[src/rtl/mba_pkg.sv]
package mba_pkg;
  typedef enum logic [0:0] {
    ST_IDLE = 1'b0,
    ST_CFG  = 1'b1
  } mba_state_t;

  function automatic int idx_w(input int n);
    return (n > 1) ? $clog2(n) : 1;
  endfunction
endpackage

[src/rtl/mba_table.sv]
module mba_table #(
  parameter int NPROC = 2,
  parameter int NMEM  = 2,
  parameter int NBUS  = 2,
  localparam int PW = mba_pkg::idx_w(NPROC),
  localparam int MW = mba_pkg::idx_w(NMEM),
  localparam int BW = mba_pkg::idx_w(NBUS)
) (
  input  logic                     clk,
  input  logic                     rst,
  input  logic                     upd,
  input  logic                     upd_miss,
  input  logic [PW-1:0]            req_proc,
  input  logic [MW-1:0]            req_mem,
  input  logic [BW-1:0]            use_bus,
  input  logic                     done_valid,
  input  logic [BW-1:0]            done_bus,
  output logic [NBUS-1:0]          bus_link,
  output logic [NBUS-1:0][PW-1:0]  bus_proc,
  output logic [NBUS-1:0][MW-1:0]  bus_mem,
  output logic [NBUS-1:0]          bus_busy,
  output logic [NPROC-1:0]         proc_link,
  output logic [NPROC-1:0][BW-1:0] proc_bus,
  output logic [NMEM-1:0]          mem_link,
  output logic [NMEM-1:0][BW-1:0]  mem_bus
);
  logic [NBUS-1:0]          nb_link;
  logic [NBUS-1:0][PW-1:0]  nb_proc;
  logic [NBUS-1:0][MW-1:0]  nb_mem;
  logic [NBUS-1:0]          nb_busy;
  logic [NPROC-1:0]         np_link;
  logic [NPROC-1:0][BW-1:0] np_bus;
  logic [NMEM-1:0]          nm_link;
  logic [NMEM-1:0][BW-1:0]  nm_bus;

  always_comb begin
    nb_link = bus_link;
    nb_proc = bus_proc;
    nb_mem  = bus_mem;
    nb_busy = bus_busy;
    np_link = proc_link;
    np_bus  = proc_bus;
    nm_link = mem_link;
    nm_bus  = mem_bus;
    if (upd && upd_miss) begin
      // drop the pair that currently owns the chosen bus
      if (bus_link[use_bus]) begin
        np_link[bus_proc[use_bus]] = 1'b0;
        nm_link[bus_mem[use_bus]]  = 1'b0;
      end
      // the processor leaves its old bus; that bus and its partner go idle
      if (proc_link[req_proc] && proc_bus[req_proc] != use_bus) begin
        nb_link[proc_bus[req_proc]]          = 1'b0;
        nm_link[bus_mem[proc_bus[req_proc]]] = 1'b0;
      end
      // the memory leaves its old bus likewise
      if (mem_link[req_mem] && mem_bus[req_mem] != use_bus) begin
        nb_link[mem_bus[req_mem]]           = 1'b0;
        np_link[bus_proc[mem_bus[req_mem]]] = 1'b0;
      end
      nb_link[use_bus]  = 1'b1;
      nb_proc[use_bus]  = req_proc;
      nb_mem[use_bus]   = req_mem;
      np_link[req_proc] = 1'b1;
      np_bus[req_proc]  = use_bus;
      nm_link[req_mem]  = 1'b1;
      nm_bus[req_mem]   = use_bus;
    end
    if (done_valid) nb_busy[done_bus] = 1'b0;
    if (upd)        nb_busy[use_bus]  = 1'b1;
  end

  always_ff @(posedge clk) begin
    if (rst) begin
      bus_link  <= '0;
      bus_proc  <= '0;
      bus_mem   <= '0;
      bus_busy  <= '0;
      proc_link <= '0;
      proc_bus  <= '0;
      mem_link  <= '0;
      mem_bus   <= '0;
    end else begin
      bus_link  <= nb_link;
      bus_proc  <= nb_proc;
      bus_mem   <= nb_mem;
      bus_busy  <= nb_busy;
      proc_link <= np_link;
      proc_bus  <= np_bus;
      mem_link  <= nm_link;
      mem_bus   <= nm_bus;
    end
  end

  // after a reset edge every table is empty
  assert_reset_clear_R1: assert property (@(posedge clk)
    $past(rst) |-> (bus_link == '0 && proc_link == '0 && mem_link == '0 && bus_busy == '0));

  for (genvar p = 0; p < NPROC; p++) begin : g_pchk
    logic [NBUS-1:0] hold_vec;
    always_comb begin
      for (int b = 0; b < NBUS; b++)
        hold_vec[b] = bus_link[b] && (bus_proc[b] == PW'(p));
    end
    // a processor is linked on at most one bus, and the tables agree
    assert_proc_single_R7: assert property (@(posedge clk) disable iff (rst)
      $countones(hold_vec) <= 1);
    assert_proc_agree_R7: assert property (@(posedge clk) disable iff (rst)
      proc_link[p] |-> (bus_link[proc_bus[p]] && bus_proc[proc_bus[p]] == PW'(p)));
  end

  for (genvar m = 0; m < NMEM; m++) begin : g_mchk
    logic [NBUS-1:0] hold_vec;
    always_comb begin
      for (int b = 0; b < NBUS; b++)
        hold_vec[b] = bus_link[b] && (bus_mem[b] == MW'(m));
    end
    assert_mem_single_R7: assert property (@(posedge clk) disable iff (rst)
      $countones(hold_vec) <= 1);
    assert_mem_agree_R7: assert property (@(posedge clk) disable iff (rst)
      mem_link[m] |-> (bus_link[mem_bus[m]] && bus_mem[mem_bus[m]] == MW'(m)));
  end
endmodule

[src/rtl/mba_lru.sv]
module mba_lru #(
  parameter int NBUS = 2,
  localparam int BW = mba_pkg::idx_w(NBUS)
) (
  input  logic                    clk,
  input  logic                    rst,
  input  logic                    touch,
  input  logic [BW-1:0]           touch_bus,
  output logic [NBUS-1:0][BW-1:0] rank
);
  // rank 0 is least recent, NBUS-1 most recent
  always_ff @(posedge clk) begin
    if (rst) begin
      for (int i = 0; i < NBUS; i++) rank[i] <= BW'(i);
    end else if (touch) begin
      for (int i = 0; i < NBUS; i++) begin
        if (BW'(i) == touch_bus)             rank[i] <= BW'(NBUS - 1);
        else if (rank[i] > rank[touch_bus])  rank[i] <= rank[i] - BW'(1);
      end
    end
  end

  // the ranks always form a permutation
  for (genvar r = 0; r < NBUS; r++) begin : g_perm
    logic [NBUS-1:0] hit_vec;
    always_comb begin
      for (int i = 0; i < NBUS; i++) hit_vec[i] = (rank[i] == BW'(r));
    end
    assert_rank_unique_R6: assert property (@(posedge clk) disable iff (rst)
      $countones(hit_vec) == 1);
  end
endmodule

[src/rtl/mba_pick.sv]
module mba_pick #(
  parameter int NPROC = 2,
  parameter int NMEM  = 2,
  parameter int NBUS  = 2,
  localparam int PW = mba_pkg::idx_w(NPROC),
  localparam int MW = mba_pkg::idx_w(NMEM),
  localparam int BW = mba_pkg::idx_w(NBUS)
) (
  input  logic [PW-1:0]            req_proc,
  input  logic [MW-1:0]            req_mem,
  input  logic [NBUS-1:0]          bus_link,
  input  logic [NBUS-1:0]          bus_busy,
  input  logic [NPROC-1:0]         proc_link,
  input  logic [NPROC-1:0][BW-1:0] proc_bus,
  input  logic [NMEM-1:0]          mem_link,
  input  logic [NMEM-1:0][BW-1:0]  mem_bus,
  input  logic [NBUS-1:0][BW-1:0]  rank,
  output logic                     hit,
  output logic [BW-1:0]            hit_bus,
  output logic                     ep_busy,
  output logic                     have_bus,
  output logic [BW-1:0]            sel_bus
);
  logic          free_found;
  logic [BW-1:0] free_sel;
  logic          lru_found;
  logic [BW-1:0] lru_sel;
  logic [BW-1:0] lru_rank;

  always_comb begin
    hit     = proc_link[req_proc] && mem_link[req_mem] &&
              (proc_bus[req_proc] == mem_bus[req_mem]);
    hit_bus = proc_bus[req_proc];
    ep_busy = (proc_link[req_proc] && bus_busy[proc_bus[req_proc]]) ||
              (mem_link[req_mem]   && bus_busy[mem_bus[req_mem]]);
  end

  always_comb begin
    free_found = 1'b0;
    free_sel   = '0;
    for (int i = NBUS - 1; i >= 0; i--) begin
      if (!bus_link[i]) begin
        free_found = 1'b1;
        free_sel   = BW'(i);
      end
    end
  end

  always_comb begin
    lru_found = 1'b0;
    lru_sel   = '0;
    lru_rank  = '0;
    for (int i = 0; i < NBUS; i++) begin
      if (!bus_busy[i] && (!lru_found || rank[i] < lru_rank)) begin
        lru_found = 1'b1;
        lru_sel   = BW'(i);
        lru_rank  = rank[i];
      end
    end
  end

  assign have_bus = free_found || lru_found;
  assign sel_bus  = free_found ? free_sel : lru_sel;
endmodule

[src/rtl/mba_ctrl.sv]
module mba_ctrl #(
  parameter int NPROC = 2,
  parameter int NMEM  = 2,
  parameter int NBUS  = 2,
  parameter int CNT_W = 16,
  localparam int PW = mba_pkg::idx_w(NPROC),
  localparam int MW = mba_pkg::idx_w(NMEM),
  localparam int BW = mba_pkg::idx_w(NBUS)
) (
  input  logic             clk,
  input  logic             rst,
  input  logic             req_valid,
  input  logic [PW-1:0]    req_proc,
  input  logic [MW-1:0]    req_mem,
  input  logic             hit,
  input  logic [BW-1:0]    hit_bus,
  input  logic             ep_busy,
  input  logic             have_bus,
  input  logic [BW-1:0]    sel_bus,
  output logic             req_ready,
  output logic             accept,
  output logic             cfg_valid,
  output logic [BW-1:0]    cfg_bus,
  output logic [PW-1:0]    cfg_proc,
  output logic [MW-1:0]    cfg_mem,
  output logic             grant_valid,
  output logic             grant_reconf,
  output logic [BW-1:0]    grant_bus,
  output logic [PW-1:0]    grant_proc,
  output logic [MW-1:0]    grant_mem,
  output logic [CNT_W-1:0] cnt_grants,
  output logic [CNT_W-1:0] cnt_reconf
);
  import mba_pkg::*;

  mba_state_t state;

  assign req_ready = (state == ST_IDLE) && !ep_busy && (hit || have_bus);
  assign accept    = req_valid && req_ready;

  always_ff @(posedge clk) begin
    if (rst) begin
      state        <= ST_IDLE;
      cfg_valid    <= 1'b0;
      cfg_bus      <= '0;
      cfg_proc     <= '0;
      cfg_mem      <= '0;
      grant_valid  <= 1'b0;
      grant_reconf <= 1'b0;
      grant_bus    <= '0;
      grant_proc   <= '0;
      grant_mem    <= '0;
      cnt_grants   <= '0;
      cnt_reconf   <= '0;
    end else begin
      grant_valid <= 1'b0;
      cfg_valid   <= 1'b0;
      if (state == ST_CFG) begin
        state        <= ST_IDLE;
        grant_valid  <= 1'b1;
        grant_reconf <= 1'b1;
        grant_bus    <= cfg_bus;
        grant_proc   <= cfg_proc;
        grant_mem    <= cfg_mem;
        cnt_grants   <= cnt_grants + CNT_W'(1);
        cnt_reconf   <= cnt_reconf + CNT_W'(1);
      end else if (accept) begin
        if (hit) begin
          grant_valid  <= 1'b1;
          grant_reconf <= 1'b0;
          grant_bus    <= hit_bus;
          grant_proc   <= req_proc;
          grant_mem    <= req_mem;
          cnt_grants   <= cnt_grants + CNT_W'(1);
        end else begin
          state     <= ST_CFG;
          cfg_valid <= 1'b1;
          cfg_bus   <= sel_bus;
          cfg_proc  <= req_proc;
          cfg_mem   <= req_mem;
        end
      end
    end
  end

  // a reconfiguration command is followed by its grant on the same bus
  assert_cfg_then_grant_R3: assert property (@(posedge clk) disable iff (rst)
    cfg_valid |=> (grant_valid && grant_reconf && grant_bus == $past(cfg_bus)
                   && !cfg_valid));
  // a reuse grant comes one cycle after a transfer
  assert_reuse_timing_R2: assert property (@(posedge clk) disable iff (rst)
    (grant_valid && !grant_reconf) |-> $past(accept));
  // no transfer in the cycle right after a miss transfers
  assert_miss_blocks_R8: assert property (@(posedge clk) disable iff (rst)
    (accept && !hit) |=> !req_ready);
  // the reconfiguration counter steps with each reconfigured grant
  assert_reconf_count_R9: assert property (@(posedge clk) disable iff (rst)
    (grant_valid && grant_reconf) |-> cnt_reconf == $past(cnt_reconf) + CNT_W'(1));
endmodule

[src/rtl/mbus_alloc.sv]
module mbus_alloc #(
  parameter int NPROC = 2,
  parameter int NMEM  = 2,
  parameter int NBUS  = 2,
  parameter int CNT_W = 16,
  localparam int PW = mba_pkg::idx_w(NPROC),
  localparam int MW = mba_pkg::idx_w(NMEM),
  localparam int BW = mba_pkg::idx_w(NBUS)
) (
  input  logic             clk,
  input  logic             rst,
  input  logic             req_valid,
  output logic             req_ready,
  input  logic [PW-1:0]    req_proc,
  input  logic [MW-1:0]    req_mem,
  input  logic             done_valid,
  input  logic [BW-1:0]    done_bus,
  output logic             cfg_valid,
  output logic [BW-1:0]    cfg_bus,
  output logic [PW-1:0]    cfg_proc,
  output logic [MW-1:0]    cfg_mem,
  output logic             grant_valid,
  output logic             grant_reconf,
  output logic [BW-1:0]    grant_bus,
  output logic [PW-1:0]    grant_proc,
  output logic [MW-1:0]    grant_mem,
  output logic [CNT_W-1:0] cnt_grants,
  output logic [CNT_W-1:0] cnt_reconf
);
  logic [NBUS-1:0]          bus_link;
  logic [NBUS-1:0][PW-1:0]  bus_proc;
  logic [NBUS-1:0][MW-1:0]  bus_mem;
  logic [NBUS-1:0]          bus_busy;
  logic [NPROC-1:0]         proc_link;
  logic [NPROC-1:0][BW-1:0] proc_bus;
  logic [NMEM-1:0]          mem_link;
  logic [NMEM-1:0][BW-1:0]  mem_bus;
  logic [NBUS-1:0][BW-1:0]  rank;
  logic                     hit, ep_busy, have_bus, accept;
  logic [BW-1:0]            hit_bus, sel_bus, use_bus;

  assign use_bus = hit ? hit_bus : sel_bus;

  mba_table #(.NPROC(NPROC), .NMEM(NMEM), .NBUS(NBUS)) u_table (
    .clk(clk), .rst(rst), .upd(accept), .upd_miss(!hit),
    .req_proc(req_proc), .req_mem(req_mem), .use_bus(use_bus),
    .done_valid(done_valid), .done_bus(done_bus),
    .bus_link(bus_link), .bus_proc(bus_proc), .bus_mem(bus_mem), .bus_busy(bus_busy),
    .proc_link(proc_link), .proc_bus(proc_bus), .mem_link(mem_link), .mem_bus(mem_bus)
  );

  mba_lru #(.NBUS(NBUS)) u_lru (
    .clk(clk), .rst(rst), .touch(accept), .touch_bus(use_bus), .rank(rank)
  );

  mba_pick #(.NPROC(NPROC), .NMEM(NMEM), .NBUS(NBUS)) u_pick (
    .req_proc(req_proc), .req_mem(req_mem), .bus_link(bus_link), .bus_busy(bus_busy),
    .proc_link(proc_link), .proc_bus(proc_bus), .mem_link(mem_link), .mem_bus(mem_bus),
    .rank(rank), .hit(hit), .hit_bus(hit_bus), .ep_busy(ep_busy),
    .have_bus(have_bus), .sel_bus(sel_bus)
  );

  mba_ctrl #(.NPROC(NPROC), .NMEM(NMEM), .NBUS(NBUS), .CNT_W(CNT_W)) u_ctrl (
    .clk(clk), .rst(rst), .req_valid(req_valid), .req_proc(req_proc), .req_mem(req_mem),
    .hit(hit), .hit_bus(hit_bus), .ep_busy(ep_busy), .have_bus(have_bus), .sel_bus(sel_bus),
    .req_ready(req_ready), .accept(accept),
    .cfg_valid(cfg_valid), .cfg_bus(cfg_bus), .cfg_proc(cfg_proc), .cfg_mem(cfg_mem),
    .grant_valid(grant_valid), .grant_reconf(grant_reconf), .grant_bus(grant_bus),
    .grant_proc(grant_proc), .grant_mem(grant_mem),
    .cnt_grants(cnt_grants), .cnt_reconf(cnt_reconf)
  );

  // an active bus is never handed to a reconfiguration
  assert_no_busy_reconf_R8: assert property (@(posedge clk) disable iff (rst)
    (accept && !hit) |-> !bus_busy[sel_bus]);
  // a reuse transfer never reaches a bus that is active
  assert_hit_idle_R2: assert property (@(posedge clk) disable iff (rst)
    (accept && hit) |-> !bus_busy[hit_bus]);
endmodule

[config.mk]
export PLATFORM = sky130hd
export DESIGN_NAME = mbus_alloc
export DESIGN_NICKNAME = d
export VERILOG_FILES = /design/src/rtl/mba_pkg.sv /design/src/rtl/mba_table.sv /design/src/rtl/mba_lru.sv /design/src/rtl/mba_pick.sv /design/src/rtl/mba_ctrl.sv /design/src/rtl/mbus_alloc.sv
export SDC_FILE = /design/constraint.sdc
export NUM_CORES = 1
export LEC_CHECK = 0
export BUFFER_PORTS_ARGS = -buffer_cell sky130_fd_sc_hd__buf_4
export CAP_MARGIN = 20
export CORE_MARGIN = 1
export CORE_UTILIZATION = 50
export DETAILED_ROUTE_END_ITERATION = 12
export PLACE_DENSITY = 0.72
export RECOVER_POWER = 100
export SLEW_MARGIN = 20
export SYNTH_ARGS = -nofsm -noshare
export SYNTH_HDL_FRONTEND = slang
export SYNTH_SLANG_ARGS = --single-unit
[constraint.sdc]
create_clock -name clk -period 2.9 [get_ports clk]
set_clock_uncertainty 0.2 [all_clocks]
set_input_delay 0.145 -clock clk [delete_from_list [all_inputs] [get_ports clk]]
set_output_delay 0.145 -clock clk [all_outputs]
set_load 0.005 [all_outputs]
==> summary.md <==
| Metric | Value |
|---|---|
| Outcome | `finished clean` |
| DRT Pass-1 Iters | `4` |
| DRC Markers | `0` |
| DRT Wirelength | `6850 µm` |
| EDFF count, synth | `0` |
| Tightest Pin Transition | `719 ps` |
| CP Class | `input port to flop` |
| FMAX | `359 MHz` |
| FP Rows | `27` |
| Endpoints failing hold | `0` |
| Vias in the first global route | `2548` |
| Reg-to-reg setup timing slack | `290 ps` |
| 1st-iter DRT viols | `255` |
| RR Startpoint | `u_table.bus_link[1]` |
| Internal | `1.56 mW` |
| Die width | `77.8 µm` |
| Syn_nets | `356` |
| CP Cell Sequence | `dlygate4sd3_1 > buf_4 > mux2i_1 > xnor2_2 > a31oi_2 > or3_4 > or4_1 > a21oi_1` |
| Clock Sinks | `59` |
| Worst VDD drop | `0.000351 V` |
| Ys Warns | `0` |
| Remaining Overflow, GRT | `0` |
| Fill cells | `519` |
| ANT cells | `0` |
| Reg2reg end | `u_table.bus_busy[1]` |
| Combinational fraction of design power | `17.4%` |
| Post-CTS sizing | `0` |
| Maximum clock path buffer count | `2` |
| Syn avg cell area | `8.27 µm²` |
| Crit path DAT | `2860 ps` |
| HP Class | `input port to flop` |
| Largest net degree at the start of global routing | `65` |
| Hold path startpoint | `req_valid` |
| Unique masters post-synth | `45` |
| Top-area cell type share of the netlist area | `41.2%` |
| R2R depth | `7` |
| Data required, critical path | `2970 ps` |
| CP Max Fanout | `23` |
| Top cells by area, synth | `dfxtp_1 (41%), a21oi_1 (5.6%), nor2_1 (5.2%)` |
| Starting Density | `52.1%` |
| Layout cell share with drive strength beyond 1 | `17.0%` |
| I/O pins | `49` |
| Final ANT Viol Nets | `0` |
| Final HPWL DP | `4590 µm` |
| Leading area contributor after synthesis | `dfxtp_1` |
| Synth Instances | `347` |
| Sequential power share | `43.3%` |
| Initial antenna violation count | `0` |
| Dominant synthesized flop cell | `dfxtp_1` |
| CP Launch Type | `input port` |
| Vias per cell | `5.66` |
| CTS tree | `done` |
| Total CTS buffers | `9` |
| DIE AREA | `0.00605 mm²` |
| # nets final | `410` |
| Largest stage delay, worst path | `530 ps` |
| Max stage delay cell, worst path | `or3_4` |
| P_sw | `609 µW` |
| Global-route wire length before repair | `12000 µm` |
| Port Buffers | `48` |
| Clock share of power | `39.3%` |
| Final Util | `64.6%` |
| Clk root buf | `clkbuf_8` |
| Ys async rst share | `0%` |
| Wire per inst | `14.3 µm` |
| Crit path from | `req_proc` |
| Seq/Total Area, Yosys | `41.2%` |
| Clk_lat worst skew | `340 ps` |
| Final slew viol count | `0` |
| RSZ-0062 raised after global routing | `false` |
| Met2 usage | `40.4%` |
| Most common library cells after synthesis | `dfxtp_1 (59), nor2_1 (40), a21oi_1 (32)` |
| Synth-to-Final Area Change | `23.9%` |
| Met3 usage | `8.00%` |
| Worst Setup Slack, final | `113 ps` |
| H-tree levels | `3` |
| Setup crit end | `u_ctrl.cnt_grants[15]` |
| Met1 usage | `32.2%` |
| GRT busiest layer | `met2` |
| Worst Setup End Kind | `flop` |
| CORE AREA | `0.00551 mm²` |
| Via count | `2705` |
| GRT Total Usage | `25.2%` |
| Sw frac | `28.1%` |
| Die Y | `77.8 µm` |
| Max-cap violations | `0` |
| Post-layout minimum cycle time | `2790 ps` |
| Top-count cell post-synth | `dfxtp_1` |
| Leakage power | `1.33 nW` |
| Max-Slew Margin vs Limit | `51.5%` |
| Pwr per Cell Area | `610 mW/mm²` |
| Placer Congestion | `0.885` |
| Crit share post-route | `96.1%` |
| # setup viols final | `0` |
| Synthesized area | `0.00287 mm²` |
| Worst slack at placement | `346 ps` |
| Clock transition at path regs | `60 ps` |
| Yosys reg bits | `59` |
| Final TNS setup | `0 ps` |
[how the worst min path moves through the flow]
| stage | end | slack (ps) | depth (start not counted) |
|---|---|---|---|
| after CTS | u_ctrl.cfg_valid | 30 | 5 |
| after detailed placement | u_table.bus_busy[1] | 240 | 4 |
| after global routing | u_ctrl.cfg_valid | 70 | 5 |
| final | u_ctrl.cfg_valid | 50 | 5 |
| after global placement | u_table.bus_busy[1] | 230 | 4 |
| after floorplan | u_table.bus_busy[1] | 130 | 3 |
[cells in the final DEF, fill, tap and decap left out, drive strengths merged, types with 2 or more instances in the layout]
cell type	Yosys	layout
or3	10	10
o2bb2ai	3	3
nor2b	9	9
o211a	2	2
buf	6	9
ha	2	2
nor3	4	4
o21ai	21	21
clkbuf	9	56
bufinv	0	2
dlygate4sd3	0	5
dfxtp	59	59
nand2b	4	4
nand2	29	29
xnor2	12	12
xor2	10	10
o31ai	8	8
inv	9	9
o41ai	2	2
and3	4	4
nand3b	2	2
nand4	11	11
a21oi	32	32
nor4	4	4
a221oi	4	4
nand3	19	19
a211oi	4	4
or4	6	6
and4	2	2
nor2	40	40
mux2i	9	9
[state kept, by name, summed over array words and instances (netlist names)]
register / count
u_table.bus_mem: 2
u_ctrl.cfg_bus: 1
u_lru.rank: 2
u_table.proc_link: 2
u_ctrl.cfg_proc: 1
u_table.mem_bus: 2
u_table.proc_bus: 2
u_ctrl.grant_bus: 1
u_ctrl.grant_reconf: 1
u_ctrl.grant_valid: 1
u_ctrl.cfg_mem: 1
u_ctrl.cfg_valid: 1
u_table.mem_link: 2
u_ctrl.grant_proc: 1
u_table.bus_busy: 2
u_ctrl.cnt_reconf: 16
u_table.bus_link: 2
u_ctrl.grant_mem: 1
u_table.bus_proc: 2
u_ctrl.cnt_grants: 16
[what timing repair did]
item	4_1_cts	5_1_grt
buffers inserted	0	0
endpoints found under the hold margin	11	0
hold buffers	5	0
[layer usage]
metal,up-vias,share of wire [%]
met5,-,0
met4,0,0.58
met3,4,6.5
met2,89,47
met1,1245,46
li1,1367,-
[cells by family after synthesis]
kind of cell / count (synthesis) / synth area share (%)
AOI/OAI and AO/OA: 85 / 18.8
xor gates and xnor gates: 22 / 6.97
adders and majority gates: 2 / 0.872
buffers and inverters: 24 / 3.44
DFF: 59 / 41.2
muxes: 9 / 3.14
and+or+nand+nor: 146 / 25.6
[metrics by stage]
step | power (mW) | hold WS [ps] | instance area (µm²) | std cells
5_1_grt | 2.27 | 72.7 | 3560 | 478
2_1_floorplan | 1.20 | 131 | 2870 | 347
4_1_cts | 2.19 | 31.8 | 3570 | 478
6_report | 2.17 | 45.8 | 3560 | 478
3_3_place_gp | 1.32 | 230 | 3290 | 457
3_5_place_dp | 1.33 | 243 | 3290 | 457
[critical path: cells and delay by family]
kind	cells	cell delay, ps
multiplexers	1	370
AND/OR/NAND/NOR	2	1060
XOR/XNOR	1	210
buffers and inverters	2	710
AO/OA/AOI/OAI	2	340
[power by group through the flow]
stage	clock network, mW	logic (mW)	registers (mW)
3_5_place_dp	0	0.373	0.955
4_1_cts	0.866	0.383	0.937
5_1_grt	0.902	0.425	0.948
2_1_floorplan	0	0.258	0.938
6_report	0.851	0.378	0.939
3_3_place_gp	0	0.372	0.951
[layout make-up]
| cell class | instances | area, µm² | share of cell area [%] |
|---|---|---|---|
| sequential | 59 | 1180 | 33.2 |
| inverter | 9 | 33.8 | 0.950 |
| clock buffer | 12 | 155 | 4.36 |
| timing repair buffer | 58 | 433 | 12.2 |
| tap | 72 | 90.1 | 2.53 |
| clock inverter | 4 | 72.6 | 2.04 |
| multi-input combinational | 264 | 1590 | 44.7 |
Power figures use the tool's default switching activity.
